--- config.mk ---
export PLATFORM = sky130hd
export DESIGN_NAME = vlr_bank
export DESIGN_NICKNAME = d
export VERILOG_FILES = /design/src/rtl/vlr_pkg.sv /design/src/rtl/vlr_decode.sv /design/src/rtl/vlr_access_gate.sv /design/src/rtl/vlr_store.sv /design/src/rtl/vlr_bank.sv
export SDC_FILE = /design/constraint.sdc
export NUM_CORES = 1
export LEC_CHECK = 0
export ABC_AREA = 1
export BUFFER_PORTS_ARGS = -buffer_cell sky130_fd_sc_hd__buf_2
export CAP_MARGIN = 0
export CORE_MARGIN = 2
export CORE_UTILIZATION = 55
export CTS_BUF_LIST = sky130_fd_sc_hd__clkbuf_16
export DETAILED_ROUTE_END_ITERATION = 12
export GPL_TIMING_DRIVEN = 1
export PLACE_DENSITY = 0.75
export SKIP_CTS_REPAIR_TIMING = 1
export SYNTH_ARGS = -nofsm -noshare
export SYNTH_HDL_FRONTEND = slang
export SYNTH_HIERARCHICAL = 1
export SYNTH_SLANG_ARGS = --single-unit
export TNS_END_PERCENT = 20
--- constraint.sdc ---
create_clock -name clk -period 3.9 [get_ports clk]
set_input_delay 0.78 -clock clk [delete_from_list [all_inputs] [get_ports clk]]
set_output_delay 0.78 -clock clk [all_outputs]
set_load 0.02 [all_outputs]
--- src/rtl/vlr_pkg.sv ---
// Package: shared constants and outcome type for the list-register bank.
// Assumes the encoding constants below identify the only claimed access.
package vlr_pkg;
    localparam logic [3:0] ENC_COPROC = 4'b1111;
    localparam logic [2:0] ENC_OPC1   = 3'b100;
    localparam logic [3:0] ENC_CRN    = 4'b1100;
    localparam logic [2:0] ENC_CRM_HI = 3'b110;
    localparam logic [7:0] SYN_HYP    = 8'h03;
    localparam int unsigned IDX_W     = 4;

    typedef enum logic [1:0] {
        LVL_EL0 = 2'd0,
        LVL_EL1 = 2'd1,
        LVL_EL2 = 2'd2,
        LVL_EL3 = 2'd3
    } lvl_t;

    typedef struct packed {
        logic trap;
        logic undef;
        logic done;
    } outcome_t;
endpackage

--- src/rtl/vlr_decode.sv ---
// Module: matches the access encoding and forms the register index.
// Assumes the fields are stable while req_valid is high (pure combinational).
module vlr_decode
    import vlr_pkg::*;
(
    input  logic [3:0]       coproc,
    input  logic [2:0]       opc1,
    input  logic [3:0]       crn,
    input  logic [3:0]       crm,
    input  logic [2:0]       opc2,
    output logic             hit,
    output logic [IDX_W-1:0] idx
);
    // Compare every fixed field and build the index from the split bits.
    always_comb begin
        hit = (coproc == ENC_COPROC) && (opc1 == ENC_OPC1) &&
              (crn == ENC_CRN) && (crm[3:1] == ENC_CRM_HI);
        idx = {crm[0], opc2};
    end
endmodule

--- src/rtl/vlr_access_gate.sv ---
// Module: fixed-priority permission chain deciding complete, undefined or trap.
// Assumes NUM_LR is between 1 and 16; the index is already decoded.
module vlr_access_gate
    import vlr_pkg::*;
#(
    parameter int unsigned NUM_LR = 16
) (
    input  logic             clk,
    input  logic             rst_n,
    input  logic             valid,
    input  logic             hit,
    input  logic [IDX_W-1:0] idx,
    input  logic [1:0]       el,
    input  logic             feat_hyp32,
    input  logic             feat_ctrl,
    input  logic             has_el2,
    input  logic             has_el3,
    input  logic             el2_on,
    input  logic             feat_hyp64,
    input  logic             hyp_64,
    input  logic             trap64,
    input  logic             trap32,
    input  logic             en_el2,
    input  logic             en_el3,
    output outcome_t         outcome,
    output logic [7:0]       syndrome
);
    localparam logic [IDX_W:0] LIMIT = (IDX_W+1)'(NUM_LR);

    logic cfg_ok;
    logic idx_ok;
    logic trap_hit;

    // Precompute the configuration, range and EL1 trap conditions.
    always_comb begin
        cfg_ok   = feat_hyp32 && feat_ctrl && (has_el2 || has_el3);
        idx_ok   = {1'b0, idx} < LIMIT;
        trap_hit = el2_on && ((feat_hyp64 && hyp_64 && trap64) ||
                              (feat_hyp32 && !hyp_64 && trap32));
    end

    // Walk the priority chain for a claimed request.
    always_comb begin
        outcome  = '0;
        syndrome = 8'h00;
        if (valid && hit) begin
            if (!cfg_ok || !idx_ok) begin
                outcome.undef = 1'b1;
            end else begin
                case (lvl_t'(el))
                    LVL_EL0: outcome.undef = 1'b1;
                    LVL_EL1: begin
                        if (trap_hit) begin
                            outcome.trap = 1'b1;
                            syndrome     = SYN_HYP;
                        end else begin
                            outcome.undef = 1'b1;
                        end
                    end
                    LVL_EL2: begin
                        outcome.done  = en_el2;
                        outcome.undef = !en_el2;
                    end
                    default: begin
                        outcome.done  = en_el3;
                        outcome.undef = !en_el3;
                    end
                endcase
            end
        end
    end

    p_outcome_onehot_r8: assert property (@(posedge clk) disable iff (!rst_n)
        $onehot0(outcome));
    p_syndrome_only_trap_r8: assert property (@(posedge clk) disable iff (!rst_n)
        !outcome.trap |-> (syndrome == 8'h00));
    p_el0_never_done_r5: assert property (@(posedge clk) disable iff (!rst_n)
        (el == 2'd0) |-> !outcome.done && !outcome.trap);
    p_unclaimed_silent_r1: assert property (@(posedge clk) disable iff (!rst_n)
        (!valid || !hit) |-> (outcome == '0));
endmodule

--- src/rtl/vlr_store.sv ---
// Module: list-register storage, masked to ID_BITS, one read and one write port.
// Assumes the write enable is asserted only for a completed write.
module vlr_store
    import vlr_pkg::*;
#(
    parameter int unsigned NUM_LR  = 16,
    parameter int unsigned ID_BITS = 24
) (
    input  logic             clk,
    input  logic             rst_n,
    input  logic             we,
    input  logic [IDX_W-1:0] idx,
    input  logic [31:0]      wdata,
    output logic [31:0]      rdata
);
    logic [ID_BITS-1:0] entry [NUM_LR];

    for (genvar i = 0; i < NUM_LR; i++) begin : g_entry
        // Hold one entry; load the implemented bits on a matching write.
        always_ff @(posedge clk) begin
            if (!rst_n) begin
                entry[i] <= '0;
            end else if (we && (idx == IDX_W'(i))) begin
                entry[i] <= wdata[ID_BITS-1:0];
            end
        end

        p_hold_unwritten_r9: assert property (@(posedge clk) disable iff (!rst_n)
            !(we && (idx == IDX_W'(i))) |=> $stable(entry[i]));
    end

    // Select the addressed entry and zero-extend it to 32 bits.
    always_comb begin
        rdata = '0;
        for (int k = 0; k < NUM_LR; k++) begin
            if (idx == IDX_W'(k)) begin
                rdata = 32'(entry[k]);
            end
        end
    end

    if (ID_BITS < 32) begin : g_mask_chk
        p_upper_zero_r10: assert property (@(posedge clk) disable iff (!rst_n)
            rdata[31:ID_BITS] == '0);
    end
endmodule

--- src/rtl/vlr_bank.sv ---
// Module: top of the virtual interrupt list-register bank.
// Decodes the request, applies the permission chain, and reads or writes storage.
// Assumes 1 <= NUM_LR <= 16 and 16 <= ID_BITS <= 32.
module vlr_bank
    import vlr_pkg::*;
#(
    parameter int unsigned NUM_LR  = 16,
    parameter int unsigned ID_BITS = 24
) (
    input  logic        clk,
    input  logic        rst_n,
    input  logic        req_valid,
    input  logic        req_write,
    input  logic [3:0]  req_coproc,
    input  logic [2:0]  req_opc1,
    input  logic [3:0]  req_crn,
    input  logic [3:0]  req_crm,
    input  logic [2:0]  req_opc2,
    input  logic [31:0] req_wdata,
    input  logic [1:0]  req_el,
    input  logic        cfg_feat_hyp32,
    input  logic        cfg_feat_ctrl,
    input  logic        cfg_has_el2,
    input  logic        cfg_has_el3,
    input  logic        cfg_el2_on,
    input  logic        cfg_feat_hyp64,
    input  logic        cfg_hyp_64,
    input  logic        cfg_trap64,
    input  logic        cfg_trap32,
    input  logic        cfg_en_el2,
    input  logic        cfg_en_el3,
    output logic [31:0] rsp_rdata,
    output logic [2:0]  rsp_outcome,
    output logic [7:0]  rsp_syndrome
);
    logic             hit;
    logic [IDX_W-1:0] idx;
    outcome_t         outcome;
    logic [31:0]      store_rdata;
    logic             store_we;

    vlr_decode u_decode (
        .coproc (req_coproc),
        .opc1   (req_opc1),
        .crn    (req_crn),
        .crm    (req_crm),
        .opc2   (req_opc2),
        .hit    (hit),
        .idx    (idx)
    );

    vlr_access_gate #(.NUM_LR(NUM_LR)) u_gate (
        .clk        (clk),
        .rst_n      (rst_n),
        .valid      (req_valid),
        .hit        (hit),
        .idx        (idx),
        .el         (req_el),
        .feat_hyp32 (cfg_feat_hyp32),
        .feat_ctrl  (cfg_feat_ctrl),
        .has_el2    (cfg_has_el2),
        .has_el3    (cfg_has_el3),
        .el2_on     (cfg_el2_on),
        .feat_hyp64 (cfg_feat_hyp64),
        .hyp_64     (cfg_hyp_64),
        .trap64     (cfg_trap64),
        .trap32     (cfg_trap32),
        .en_el2     (cfg_en_el2),
        .en_el3     (cfg_en_el3),
        .outcome    (outcome),
        .syndrome   (rsp_syndrome)
    );

    // Commit only completed writes; return data only for completed reads.
    always_comb begin
        store_we    = outcome.done && req_write;
        rsp_rdata   = (outcome.done && !req_write) ? store_rdata : 32'h0;
        rsp_outcome = outcome;
    end

    vlr_store #(.NUM_LR(NUM_LR), .ID_BITS(ID_BITS)) u_store (
        .clk   (clk),
        .rst_n (rst_n),
        .we    (store_we),
        .idx   (idx),
        .wdata (req_wdata),
        .rdata (store_rdata)
    );

    p_rdata_idle_zero_r11: assert property (@(posedge clk) disable iff (!rst_n)
        (rsp_outcome[0] == 1'b0) |-> (rsp_rdata == 32'h0));
endmodule

==> flow_summary.yaml, run 1 <==
global_routing:
  globalRouteTotalUtil: 0.2550
  antenna_violations_before_repair: 0
  grt_pass1_wl_mm: 65.85
  grt_pass1_vias: 12540
  global_route.usage.met3: 0.03113
  grt_util_met2: 0.4452
  grt_start_max_net_pins: 66
  grt_use_met1: 0.3250
  grt_remaining_overflow: 0
  global_route.peak_usage_layer: "met2"
route:
  detail_route.vias_per_cell: 5.512
  route.antenna.remaining_nets: 0
  detail_route.wirelength_mm: 41.55
  wl_per_instance_um: 18.14
  first_iter_violations: 1213
  vias: 12630
  drc_violations_left: 0
  drtPass1Iterations: 5
timing:
  grt_setup_unrepaired: "false"
  final.setup.tns_ps: 0
  timing.max_slew.rel_slack: 0.4751
  max_clock_freq_mhz: 270.4
  period_needed_ps: 3698
  timing.final.setup_violations: 0
  slew_viol_final: 0
  max_slew.worst_pin.slew_ps: 787.3
  fin_crit_sh: 0.9483
  hold_violations: 0
  final.hold.worst_slack_ps: 839.1
floorplanning:
  num_rows: 65
  die_w_um: 182.5
  die-height_um: 182.5
  initial_utilization: 0.5568
  floorplan.die_area_sq_mm: 0.03331
  io_pins: 110
  fp.coreArea_sq_mm: 0.03147
job:
  max_cap_violations: 0
finish:
  filler_cell_count: 2377
  final_util: 0.6305
  sequential_cell_area_sq_mm: 0.01153
  finalNetCount: 1927
  most_flop_heavy_register: "u_store/entry"
  share_of_layout_cells_above_drive_strength_1: 0.1535
  multiInputGateArea_sq_mm: 0.004928
  largest_register_ff_count: 384
  layout-area-overhead-vs-synth_pct: 13.23
  instances_no_fill: 2291
  reg.largest.list: "u_store/entry x384"
  antennaDiodeCount: 0
outcome:
  outcome: "completed"
power_and_ir_drop:
  power.net_switching_mw: 2.014
  share_clk_of_total_power: 0.409
  logic_pwr_share: 0.065
  total_leakage_power_nw: 7.964
  power-per-cell-area_mw_per_mm2: 458.5
  swShare: 0.2214
  p_int_mw: 7.084
  irDropWorstVdd_mv: 0.2934
  sequentialPowerShare: 0.526
setup_path:
  cp-end-kind: "primary output"
  worst-endpoint-required_ps: 3120
  critical_path.endpoint: "rsp_rdata[23]"
  setup.worst_path.start: "req_opc2[2]"
  worst-path-max-fanout: 15
  critPathArrivalTime_ps: 2920
  worstSetupPathType: "primary input to primary output"
  cp_launch_type: "primary input"
synthesis:
  synth.top_cell.area_share: 0.6580
  netlist_top_cells_area: "sky130_fd_sc_hd__edfxtp_1 66%, sky130_fd_sc_hd__nor2_1 11%, sky130_fd_sc_hd__nand2_1 6.7%, sky130_fd_sc_hd__nand3_1 3.5%, sky130_fd_sc_hd__inv_1 3.0%"
  synth.distinct_cells: 30
  yosys_warnings: 6
  avgSynthCellArea_sq_um: 9.856
  area_of_the_mapped_netlist_sq_mm: 0.01752
  yosysTopAreaCell: "sky130_fd_sc_hd__edfxtp_1"
  share_of_synthesized_area_occupied_by_flip_flops_and_latches: 0.6580
  synth.ff_latch_count: 384
  syn_inst: 1778
worst_hold_path:
  min-delay-path-class: "primary input to flip-flop"
  min_delay_path_depth: 3
cts:
  cts.htree.levels: 2
  cts.sinks: 384
  clk_path_buf_depth: 3
  clockRootBuffer: "sky130_fd_sc_hd__clkbuf_16"
  cts.reportedPaths.clkPinSlew_ps: 60
  tritoncts.num_buffers: 39
  clock_tree_from_tritoncts: "built"
placed_design:
  placedCellCount: 2221
  gpl.final_weighted_congestion: 0.8327
  dpl.hpwl_mm: 28.17
  input_output_buffers: 87
-- cells in the final DEF, fill, tap and decap left out --
master / instances
sky130_fd_sc_hd__buf_2: 87
sky130_fd_sc_hd__conb_1: 14
sky130_fd_sc_hd__inv_6: 2
sky130_fd_sc_hd__o21ai_2: 14
sky130_fd_sc_hd__nor2_4: 5
sky130_fd_sc_hd__or2_1: 2
sky130_fd_sc_hd__nand4_1: 58
sky130_fd_sc_hd__buf_12: 9
sky130_fd_sc_hd__nor2_8: 1
sky130_fd_sc_hd__o211ai_1: 2
sky130_fd_sc_hd__nor2_2: 10
sky130_fd_sc_hd__edfxtp_1: 384
sky130_fd_sc_hd__a21oi_1: 37
sky130_fd_sc_hd__inv_1: 147
sky130_fd_sc_hd__clkinv_1: 11
sky130_fd_sc_hd__bufinv_16: 5
sky130_fd_sc_hd__clkinv_2: 4
sky130_fd_sc_hd__clkbuf_16: 40
sky130_fd_sc_hd__o21ai_1: 1
sky130_fd_sc_hd__clkinv_4: 1
sky130_fd_sc_hd__nand3_2: 2
sky130_fd_sc_hd__or2_2: 39
sky130_fd_sc_hd__clkinv_8: 1
sky130_fd_sc_hd__nand2_1: 315
sky130_fd_sc_hd__nand3_1: 121
sky130_fd_sc_hd__nand2_2: 3
sky130_fd_sc_hd__inv_2: 8
sky130_fd_sc_hd__buf_4: 57
sky130_fd_sc_hd__nor3_2: 1
sky130_fd_sc_hd__nor3_1: 3
sky130_fd_sc_hd__or2_0: 14
sky130_fd_sc_hd__nor2_1: 490
sky130_fd_sc_hd__nand2_4: 1
-- power by group through the flow --
stage / combinational, mW / sequential, mW / clock (mW)
6_report: 0.591 / 4.79 / 3.72
3_5_place_dp: 0.588 / 4.87 / 0
2_1_floorplan: 0.358 / 4.86 / 0
5_1_grt: 0.649 / 4.80 / 3.90
4_1_cts: 0.592 / 4.78 / 3.76
3_3_place_gp: 0.577 / 4.86 / 0
-- worst max-delay path, stage by stage --
cell	delay, ps
sky130_fd_sc_hd__buf_2	150
sky130_fd_sc_hd__nor2_1	280
sky130_fd_sc_hd__inv_2	120
sky130_fd_sc_hd__nor2_2	360
sky130_fd_sc_hd__inv_2	230
sky130_fd_sc_hd__or2_2	330
sky130_fd_sc_hd__nand2_1	100
sky130_fd_sc_hd__nand3_1	80
sky130_fd_sc_hd__nand2_1	60
sky130_fd_sc_hd__nand2_1	50
sky130_fd_sc_hd__inv_1	140
sky130_fd_sc_hd__nor2_1	70
sky130_fd_sc_hd__buf_2	160
-- how the worst min path moves through the flow --
stage                                                     end     startpoint  slack (ps)
final                      u_store/entry[0][41]$_SDFFCE_PN0P_  req_wdata[17]         840
after global placement     u_store/entry[0][89]$_SDFFCE_PN0P_  req_wdata[17]        1380
after global routing      u_store/entry[0][160]$_SDFFCE_PN0P_  req_wdata[16]         860
after detailed placement   u_store/entry[0][41]$_SDFFCE_PN0P_  req_wdata[17]        1390
after CTS                 u_store/entry[1][137]$_SDFFCE_PN0P_  req_wdata[17]         840
after floorplan             u_store/entry[0][0]$_SDFFCE_PN0P_   req_wdata[0]        1060
-- cell usage after synthesis (all sizes together) --
cell    instances
inv           148
nand2         319
conb            2
or2            55
nand4          58
o21ai          15
buf            52
nor3            4
clkbuf         72
a21oi          37
o211ai          2
clkinv          1
edfxtp        384
nor2          506
nand3         123
-- cells by family after synthesis --
group / after synthesis / share of synthesized area
AO/OA/AOI/OAI: 54 / 0.01592
buffers and inverters: 273 / 0.06654
flip-flops: 384 / 0.6580
AND/OR/NAND/NOR: 1065 / 0.2591
other: 2 / 0.0004285
-- per-layer routing --
layer	vias up	share of wire
li1	5956	-
met1	5997	0.40
met2	573	0.50
met3	101	0.070
met4	0	0.033
met5	-	0
-- final cells by class --
class	count	share of cell area
inverters	149	0.02819
multi-input cells	1133	0.2484
repair buffers	153	0.05259
clock buffers	40	0.05044
clock inverters	30	0.01394
flip-flops and latches	384	0.5811
well taps	402	0.02535
-- per-stage QoR --
step	worst slack, ps	instance area, sq um	power [mW]
global route	107.1	19840	9.355
CTS	257.1	19840	9.134
detailed placement	261.4	18570	5.459
finish	201.7	19840	9.098
global placement	312.4	18570	5.437
floorplan	-350.1	17570	5.222
No activity file was read; power rests on OpenSTA's default activity.
==> run 2, diff against run 1 <==
--- a/config.mk
+++ b/config.mk
@@ -8,7 +8,7 @@
 export ABC_AREA = 1
 export BUFFER_PORTS_ARGS = -buffer_cell sky130_fd_sc_hd__buf_2
 export CAP_MARGIN = 0
-export CORE_MARGIN = 2
+export CORE_ASPECT_RATIO = 1.1
 export CORE_UTILIZATION = 55
 export CTS_BUF_LIST = sky130_fd_sc_hd__clkbuf_16
 export DETAILED_ROUTE_END_ITERATION = 12
==> run 2 against run 1 <==
  * Combinational power up 3.6%
  * Power down 4.8%
  * Wire length up 4.0%
  * Clock power down 12%
  * Critical path depth up 2
  * Sequential share of layout area up 0.65 points
  * Non-clock buffer count down 7
  * Count of clock-buffer cells in the layout down 3
  * First-iteration DRC count up 11%
  * Critical path type unchanged
  * Highest routed layer is now met5
==> flow_summary.yaml, run 2 (synthesis results as in run 1) <==
outcome:
  outcome: "completed"
cts:
  cts.sinks: 384
  tritoncts.num_buffers: 37
  clk_path_buf_depth: 3
  cts.htree.levels: 2
  clockRootBuffer: "sky130_fd_sc_hd__clkbuf_16"
  clock_tree_from_tritoncts: "built"
  cts.reportedPaths.clkPinSlew_ps: 60
placed_design:
  placedCellCount: 2232
  dpl.hpwl_mm: 28.23
  input_output_buffers: 87
  gpl.final_weighted_congestion: 0.8284
  placedInstanceArea_sq_mm: 0.01854
finish:
  layout-area-overhead-vs-synth_pct: 11.98
  finish.instance_area_sq_mm: 0.01962
  finalNetCount: 1918
  largest_register_ff_count: 384
  mostFrequentLayoutCells: "490 x sky130_fd_sc_hd__nor2_1, 384 x sky130_fd_sc_hd__edfxtp_1, 315 x sky130_fd_sc_hd__nand2_1"
  final_common_cell: "sky130_fd_sc_hd__nor2_1"
  instances_no_fill: 2293
  most_flop_heavy_register: "u_store/entry"
  share_of_layout_cells_above_drive_strength_1: 0.1468
  antennaDiodeCount: 0
  reg.largest.list: "u_store/entry x384"
setup_path:
  cp_launch_type: "primary input"
  slowest_delay_ps: 290
  crit_slowest_cell: "sky130_fd_sc_hd__buf_4"
  worstSetupPathType: "primary input to primary output"
  critical_path.n_buffers_inverters: 6
  critical_path.cell_chain: "buf_2 > nor2_2 > buf_12 > nand2_1 > inv_1 > buf_4 > nand2_1 > nand4_1 > nand2_1 > nand2_1 > nand2_1 > nand3_1 > inv_1 > nor2_1 > buf_2"
  worst-endpoint-required_ps: 3120
  critical-path-top-cell-by-count: "sky130_fd_sc_hd__nand2_1"
  worst-path-max-fanout: 25
  setup.worst_path.start: "req_opc2[0]"
  critPathArrivalTime_ps: 2920
  cp-end-kind: "primary output"
  cp_top_family: "simple AND/OR/NAND/NOR gates"
route:
  first_iter_violations: 1349
  detail_route.vias_per_cell: 5.572
  detail_route.wirelength_mm: 43.21
  route.antenna.remaining_nets: 0
  drc_violations_left: 0
  wl_per_instance_um: 18.84
  drtPass1Iterations: 8
  vias: 12780
power_and_ir_drop:
  irDropWorstVdd_mv: 0.2294
  swShare: 0.2284
  power-per-cell-area_mw_per_mm2: 441.4
  logic_pwr_share: 0.071
  p_int_mw: 6.683
  total_leakage_power_nw: 7.839
  share_clk_of_total_power: 0.377
  power.net_switching_mw: 1.978
  sequentialPowerShare: 0.552
  total_power_mw: 8.662
job:
  max_cap_violations: 0
global_routing:
  grt_remaining_overflow: 0
  global_route.usage.met3: 0.04306
  grt_start_max_net_pins: 66
  grt_pass1_vias: 12260
  grt_pass1_wl_mm: 65.80
  grt_util_met2: 0.4583
  antenna_violations_before_repair: 1
  grt_use_met1: 0.3419
  global_route.peak_usage_layer: "met2"
  globalRouteTotalUtil: 0.2697
worst_hold_path:
  holdCritStartpoint: "req_wdata[21]"
  min-delay-path-class: "primary input to flip-flop"
floorplanning:
  die_w_um: 172.2
  num_rows: 68
  floorplan.die_area_sq_mm: 0.03258
  die-height_um: 189.2
  fp.coreArea_sq_mm: 0.03140
  initial_utilization: 0.5582
  io_pins: 110
timing:
  grt_setup_unrepaired: "false"
  final.hold.worst_slack_ps: 872.0
  final.setup.tns_ps: 0
  slew_viol_final: 0
  max_clock_freq_mhz: 269.9
  timing.final.setup_violations: 0
  max_slew.worst_pin.slew_ps: 853.7
  period_needed_ps: 3705
  fin_crit_sh: 0.9499
  timing.max_slew.rel_slack: 0.4302
  hold_violations: 0
## run 2: cell types whose count changed in the layout (fill, tap and decap cells not counted), moves of 2 or more
cell	before	now
sky130_fd_sc_hd__clkbuf_16	40	37
sky130_fd_sc_hd__clkinv_8	1	3
sky130_fd_sc_hd__bufinv_16	5	1
sky130_fd_sc_hd__buf_4	57	50
sky130_fd_sc_hd__clkinv_1	11	9
## run 2: stage by stage
stage	util	setup WS, ps
finish	0.6251	195.3
global route	0.6251	47.04
CTS	0.6251	211.8
detailed placement	0.5904	261.3
global placement	0.5904	254.8
floorplan	-	-350.1
## run 2: layer usage
layer / up-vias / wire length, um / share of wire
met5: - / 11 / 0.00025
met4: 2 / 1663 / 0.038
met3: 108 / 3814 / 0.088
met2: 670 / 21440 / 0.50
met1: 6062 / 16280 / 0.38
li1: 5934 / - / -
## run 2: power by group through the flow
stage | registers, mW | logic [mW] | clock network, mW
6_report | 4.79 | 0.612 | 3.26
3_5_place_dp | 4.87 | 0.603 | 0
2_1_floorplan | 4.86 | 0.358 | 0
5_1_grt | 4.80 | 0.664 | 3.45
3_3_place_gp | 4.86 | 0.594 | 0
4_1_cts | 4.79 | 0.607 | 3.31
## run 2: layout make-up
class | count | area [sq um]
well taps | 420 | 525.5
repair buffers | 146 | 991.0
inverters | 149 | 559.3
flip-flops and latches | 384 | 11530
clock buffers | 37 | 925.9
clock inverters | 24 | 162.7
multi-input cells | 1133 | 4928
fillers | 2421 | 11770
## run 2: tightest hold or removal path: stages
cell and delay [ps]:
sky130_fd_sc_hd__buf_2 70, sky130_fd_sc_hd__inv_1 260, sky130_fd_sc_hd__nor2_1 180
## run 2: worst paths after layout
kind,endpoint,slack [ps],cells past startpoint
max,rsp_rdata[5],200,15
min,u_store/entry[0][165]$_SDFFCE_PN0P_,870,3
